<file path="config.mk">
export PLATFORM = sky130hd
export DESIGN_NAME = sbus_rx
export DESIGN_NICKNAME = d
export VERILOG_FILES = /design/src/rtl/sbus_rx_pkg.sv /design/src/rtl/sbus_rx_sync.sv /design/src/rtl/sbus_rx_lane.sv /design/src/rtl/sbus_rx_pick.sv /design/src/rtl/sbus_rx.sv
export SDC_FILE = /design/constraint.sdc
export NUM_CORES = 1
export LEC_CHECK = 0
export CORE_MARGIN = 2
export CORE_UTILIZATION = 45
export CTS_CLUSTER_DIAMETER = 60
export DETAILED_ROUTE_END_ITERATION = 10
export GPL_ROUTABILITY_DRIVEN = 0
export PLACE_DENSITY = 0.65
export SYNTH_ARGS = -nofsm -noshare
export SYNTH_HDL_FRONTEND = slang
export SYNTH_HIERARCHICAL = 1
export SYNTH_SLANG_ARGS = --single-unit
</file>
<file path="constraint.sdc">
create_clock -name clk -period 4.6 [get_ports clk]
set_input_delay 1.15 -clock clk [delete_from_list [all_inputs] [get_ports clk]]
set_output_delay 1.15 -clock clk [all_outputs]
set_load 0.1 [all_outputs]
</file>
<file path="src/rtl/sbus_rx_pkg.sv">
package sbus_rx_pkg;

    localparam int CHAR_W  = 8;
    localparam int FRAME_W = CHAR_W + 1;
    localparam int CNT_W   = $clog2(FRAME_W + 1);
    localparam int SYNC_STAGES = 2;

    typedef struct packed {
        logic              full;
        logic              ovr;
        logic              perr;
        logic [CHAR_W-1:0] data;
    } slot_t;

    // A frame passes when its ones count, parity bit included, is odd.
    function automatic logic frame_odd(input logic [FRAME_W-1:0] f);
        return ^f;
    endfunction

endpackage

</file>
<file path="src/rtl/sbus_rx_sync.sv">
module sbus_rx_sync #(
    parameter int W      = 3,
    parameter int STAGES = sbus_rx_pkg::SYNC_STAGES
) (
    input  logic         clk,
    input  logic         rst,
    input  logic [W-1:0] din,
    output logic [W-1:0] dout
);
    logic [W-1:0] stage_q [STAGES];

    always_ff @(posedge clk) begin
        if (rst) begin
            for (int s = 0; s < STAGES; s++) stage_q[s] <= '0;
        end else begin
            stage_q[0] <= din;
            for (int s = 1; s < STAGES; s++) stage_q[s] <= stage_q[s-1];
        end
    end

    assign dout = stage_q[STAGES-1];
endmodule

</file>
<file path="src/rtl/sbus_rx_lane.sv">
module sbus_rx_lane
    import sbus_rx_pkg::*;
(
    input  logic  clk,
    input  logic  rst,
    input  logic  s_data,
    input  logic  s_clk,
    input  logic  s_attn,
    input  logic  clr,
    output logic  done,
    output slot_t slot
);
    logic               clk_prev_q;
    logic [CNT_W-1:0]   bit_cnt_q;
    logic [CHAR_W-1:0]  shift_q;
    logic               rise;
    logic [FRAME_W-1:0] frame;
    slot_t              slot_q;
    slot_t              slot_d;

    assign rise  = s_clk & ~clk_prev_q;
    assign frame = {shift_q, s_data};
    assign done  = s_attn & rise & (bit_cnt_q == CNT_W'(FRAME_W - 1));

    always_ff @(posedge clk) begin
        if (rst) begin
            clk_prev_q <= 1'b0;
            bit_cnt_q  <= '0;
            shift_q    <= '0;
        end else begin
            clk_prev_q <= s_clk;
            if (!s_attn) begin
                bit_cnt_q <= '0;
            end else if (rise) begin
                shift_q <= {shift_q[CHAR_W-2:0], s_data};
                if (bit_cnt_q == CNT_W'(FRAME_W - 1)) bit_cnt_q <= '0;
                else                                  bit_cnt_q <= bit_cnt_q + 1'b1;
            end
        end
    end

    always_comb begin
        slot_d      = slot_q;
        slot_d.full = slot_q.full & ~clr;
        slot_d.ovr  = slot_q.ovr  & ~clr;
        if (done) begin
            if (!slot_d.full) begin
                slot_d.full = 1'b1;
                slot_d.data = frame[FRAME_W-1:1];
                slot_d.perr = ~frame_odd(frame);
            end else begin
                slot_d.ovr = 1'b1;
            end
        end
    end

    always_ff @(posedge clk) begin
        if (rst) slot_q <= '0;
        else     slot_q <= slot_d;
    end

    assign slot = slot_q;
endmodule

</file>
<file path="src/rtl/sbus_rx_pick.sv">
module sbus_rx_pick
    import sbus_rx_pkg::*;
#(
    parameter int NBUS = 3,
    parameter int IDW  = 2
) (
    input  slot_t [NBUS-1:0]   slots,
    output logic  [NBUS-1:0]   pending,
    output logic  [IDW-1:0]    sel_id,
    output slot_t              sel
);
    always_comb begin
        sel    = '0;
        sel_id = '0;
        for (int i = NBUS - 1; i >= 0; i--) begin
            pending[i] = slots[i].full;
            if (slots[i].full) begin
                sel    = slots[i];
                sel_id = IDW'(i);
            end
        end
    end
endmodule

</file>
<file path="src/rtl/sbus_rx.sv">
module sbus_rx
    import sbus_rx_pkg::*;
#(
    parameter int NBUS = 3,
    localparam int IDW = (NBUS > 1) ? $clog2(NBUS) : 1
) (
    input  logic              clk,
    input  logic              rst,
    input  logic [NBUS-1:0]   lane_data,
    input  logic [NBUS-1:0]   lane_clk,
    input  logic [NBUS-1:0]   lane_attn,
    output logic              irq,
    output logic [NBUS-1:0]   req_pending,
    output logic [IDW-1:0]    req_id,
    output logic [CHAR_W-1:0] req_char,
    output logic              req_perr,
    output logic              req_ovr,
    input  logic              clr_en,
    input  logic [IDW-1:0]    clr_id
);
    logic [3*NBUS-1:0] raw_in;
    logic [3*NBUS-1:0] sync_out;
    logic [NBUS-1:0]   d_s, c_s, a_s;
    logic [NBUS-1:0]   char_done;
    logic [NBUS-1:0]   ovr_vec;
    slot_t [NBUS-1:0]  slots;
    slot_t             sel;

    assign raw_in = {lane_attn, lane_clk, lane_data};

    sbus_rx_sync #(.W(3*NBUS)) u_sync (
        .clk  (clk),
        .rst  (rst),
        .din  (raw_in),
        .dout (sync_out)
    );

    assign d_s = sync_out[NBUS-1:0];
    assign c_s = sync_out[2*NBUS-1:NBUS];
    assign a_s = sync_out[3*NBUS-1:2*NBUS];

    for (genvar g = 0; g < NBUS; g++) begin : g_lane
        logic hit;
        assign hit = clr_en && (clr_id == IDW'(g));

        sbus_rx_lane u_lane (
            .clk    (clk),
            .rst    (rst),
            .s_data (d_s[g]),
            .s_clk  (c_s[g]),
            .s_attn (a_s[g]),
            .clr    (hit),
            .done   (char_done[g]),
            .slot   (slots[g])
        );
        assign ovr_vec[g] = slots[g].ovr;
    end

    sbus_rx_pick #(.NBUS(NBUS), .IDW(IDW)) u_pick (
        .slots   (slots),
        .pending (req_pending),
        .sel_id  (req_id),
        .sel     (sel)
    );

    assign irq      = |req_pending;
    assign req_char = sel.data;
    assign req_perr = sel.perr;
    assign req_ovr  = sel.ovr;
endmodule

</file>
* Word level (Yosys, flattened, before mapping)
Memories as Yosys holds them, arrays and structs flattened. Cells that the tools add are included.
Cells by class: $add $sub $neg 3, equal/unequal tests 5, mux-type cells 23, bitwise gates (word level) 32, reductions and logical operators 17
Operator list (count):
- $mux 9 | 5
- $mux 11 | 3
- $mux 10 | 3
- $reduce_xor 9->1 | 3
- $and 1x1->1 | 15
- $not 1->1 | 15
- $add 4x1->4 const B | 3
- $eq 4x4->1 const B | 3
- $mux 4 | 3
- $reduce_and 2->1 | 6
- $mux 1 | 6
- $mux 2 | 3
- $reduce_or 2->1 | 3
- $logic_and 1x1->1 | 3
- $reduce_or 3->1 | 1
- $eq 2x1->1 const B | 1
- $eq 2x2->1 const B | 1
- $logic_not 2->1 | 1
- $or 1x1->1 | 2
Word-level totals: flip-flop bits (word level) 72, bits in writable memories 18, bits of input ports 14, output and inout bits 16, memories 1
Memory list:
- u_sync.stage_q | words 2, width 9, read ports 2, clocked after memory_dff 0, write ports 2, line sbus_rx_sync.sv:10 | logic [W-1:0] stage_q [STAGES];

* Depth between registers and ports, before layout
depth in word-level cells 6, depth in mapped cells 7

* By module
Netlist, hierarchy kept.
Modules (own cells, without submodules):
- sbus_rx_lane | instances 3, cells an instance 102, area an instance 1031.0 um^2
- sbus_rx_sync | instances 1, cells an instance 46, area an instance 556.8 um^2
- sbus_rx_pick | instances 1, cells an instance 51, area an instance 352.8 um^2
- sbus_rx | instances 1, cells an instance 4, area an instance 31.3 um^2

* Worst setup path before layout
No wires, ideal clock.
path type register to output, start point reg g_lane[2].u_lane.slot_q (netlist bit g_lane[2].u_lane/slot[10]), end point out req_id[1], data arrival time 2.731 ns, data required time 3.450 ns, path slack 0.719 ns, stages on the path, launching flop included 3, path buffers 1, cells stage by stage dfxtp_1 buf_4 nor3b_1
Between the ends: word-level cells in the longest chain between the ends 3
RTL lines:
- start, declared | line sbus_rx_lane.sv:18 | slot_t slot_q;
- start signal, assigned | line sbus_rx_lane.sv:59 | else slot_q <= slot_d;
- $mux 2 (3 in series) | line sbus_rx_pick.sv:17 | if (slots[i].full) begin
- end, declared | line sbus_rx.sv:14 | output logic [IDW-1:0] req_id,
Every way passes these cells.

* Final worst setup path
start point reg g_lane[1].u_lane.slot_q (netlist bit g_lane[1].u_lane/slot[10]), end point out req_perr
Between the ends: word-level cells in the longest chain between the ends 2
RTL lines:
- start, declared | line sbus_rx_lane.sv:18
- start signal, assigned | line sbus_rx_lane.sv:59
- $mux 10 (2 in series) | line sbus_rx_pick.sv:17
- end, declared | line sbus_rx.sv:16 | output logic req_perr,
Every way passes these cells.

==> flow_summary.json <==
{
  "outcome": "finished clean",
  "clock_skew_ps": 7.71,
  "p_per_area_nw_per_um2": 309,
  "p_leak_uw": 0.00175,
  "post-cts-setup-buffers": 0,
  "cts_tree": "built",
  "crit_path_end": "req_perr",
  "layout-drive-gt1-share": 0.0995,
  "path_class": "reg2out",
  "cts_buffer_depth": 2,
  "drt_iter0_drc": 88,
  "post-route-min-period_ps": 3740,
  "nNetsFinal": 437,
  "fmax_mhz": 268,
  "crit_required_ps": 3450,
  "timing.reg2reg.setup_slack_ps": 2390,
  "grt_pass1_vias": 2475,
  "rows": 34,
  "critPathLaunch": "g_lane[1].u_lane/slot[10]$_SDFF_PP0_",
  "hold_viol": 0,
  "hp-class": "reg2reg",
  "rsz0062_at_grt": "no",
  "setup_viol": 0,
  "core_sq_um": 8720,
  "cts_max_level": 3,
  "n_fill_cell": 827,
  "num_antenna_cells": 0,
  "arrival_ps": 2590,
  "ios": 30,
  "post-route-drc-count": 0,
  "regArea_sq_um": 1800,
  "portBuffers": 29,
  "die_h_um": 98.6,
  "clk_pin_slew_ps": 80,
  "r2r_end": "g_lane[0].u_lane/slot[7]$_SDFFE_PP0P_",
  "reg2regPathDepth": 4,
  "grt_max_degree": 56,
  "ant_nets": 0,
  "finalCritPeriodShare": 0.812,
  "final_common_cell": "dfxtp_1",
  "die_x_um": 98.6,
  "power_uw": 1360,
  "final_cell_mix": "dfxtp_1 (90), nor2_1 (66), mux2i_1 (54)",
  "die_area_sq_um": 9720,
  "overflow": 0,
  "antenna_found_initial": 0,
  "setup_tns_ps": 0,
  "cp-end-kind": "output pin",
  "clockRootBuffer": "clkbuf_8",
  "cp-start-kind": "flip-flop",
  "worstMarginPinSlew_ps": 998,
  "start_util": 0.462,
  "peakVddDrop_mv": 0.175,
  "slew_headroom": 0.333,
  "cap_viol_max_count": 0,
  "viasPerCell": 4.86,
  "syn-cell-area_sq_um": 4030,
  "avgSynthCellArea_sq_um": 9.92,
  "cts_resized": 0,
  "cts.sinks": 90,
  "wl_per_cell_um": 13.2,
  "multi_input_area_sq_um": 1960,
  "grt_pass1_wl_mm": 12.1,
  "synthToLayoutAreaGrowth_pct": 9.38,
  "yosysWarnings": 6,
  "firstDrtPassIters": 4,
  "syn_inst": 406,
  "clk_latency_ps": 340,
  "wl_mm": 7.02,
  "vias": 2575,
  "dp_hpwl_mm": 4.99,
  "cts_buffers": 9,
  "hold_buffers": 0,
  "synth_nets": 426,
  "cp_max_fo": 26,
  "track_usage": 0.153,
  "timing.rr.start": "g_lane[0].u_lane/clk_prev_q$_SDFF_PP0_",
  "slew_violations": 0
}
## sequential cells by signal, summed over array words and instances (netlist names)
name                      cells
u_sync/stage_q               18
g_lane.u_lane/slot           33
g_lane.u_lane/bit_cnt_q      12
g_lane.u_lane/clk_prev_q      3
g_lane.u_lane/shift_q        24
## metal layers
metal	track usage	routed length, um
met1	0.203	3510
met2	0.243	3210
met3	0.0376	219
met4	0.0537	80
met5	0	0
## per-stage QoR
stage,setup WS [ps],cells,hold WS (ps),utilization,area [sq um]
after floorplan,732,406,411,-,4030
after global placement,1260,514,415,0.482,4210
after detailed placement,1240,514,421,0.482,4210
after CTS,855,530,440,0.505,4410
after global routing,702,530,462,0.505,4410
final,864,530,437,0.505,4410
## layout make-up
class,instances,area share
Tap cell,108,0.0307
Multi-Input combinational cell,277,0.445
Timing Repair Buffer,30,0.0625
Clock buffer,14,0.0369
Clock inverter,2,0.00795
Inverter,9,0.00767
Sequential cell,90,0.409
## worst max-delay path: stages (launching register included)
cell and delay [ps]:
dfxtp_1 770, a21oi_1 180, a21oi_2 160, clkdlybuf4s50_1 1140
## worst min path at each step
| stage | startpoint | to | slack, ps | cells past startpoint |
|---|---|---|---|---|
| 6_report | u_sync/stage_q[0][8]$_SDFF_PP0_ | u_sync/stage_q[0][17]$_SDFF_PP0_ | 440 | 1 |
| 5_1_grt | u_sync/stage_q[0][1]$_SDFF_PP0_ | u_sync/stage_q[0][10]$_SDFF_PP0_ | 460 | 1 |
| 4_1_cts | u_sync/stage_q[0][8]$_SDFF_PP0_ | u_sync/stage_q[0][17]$_SDFF_PP0_ | 440 | 1 |
| 3_5_place_dp | u_sync/stage_q[0][8]$_SDFF_PP0_ | u_sync/stage_q[0][17]$_SDFF_PP0_ | 420 | 1 |
| 3_3_place_gp | u_sync/stage_q[0][8]$_SDFF_PP0_ | u_sync/stage_q[0][17]$_SDFF_PP0_ | 420 | 1 |
| 2_1_floorplan | u_sync/stage_q[0][8]$_SDFF_PP0_ | u_sync/stage_q[0][17]$_SDFF_PP0_ | 410 | 1 |
## where the power goes
group,switching [uW],internal [uW],total [uW]
logic,21.2,21.6,42.7
clock network,249,281,530
registers,3.10,786,790
total,273,1090,1360
Power figures use the tool's default switching activity.
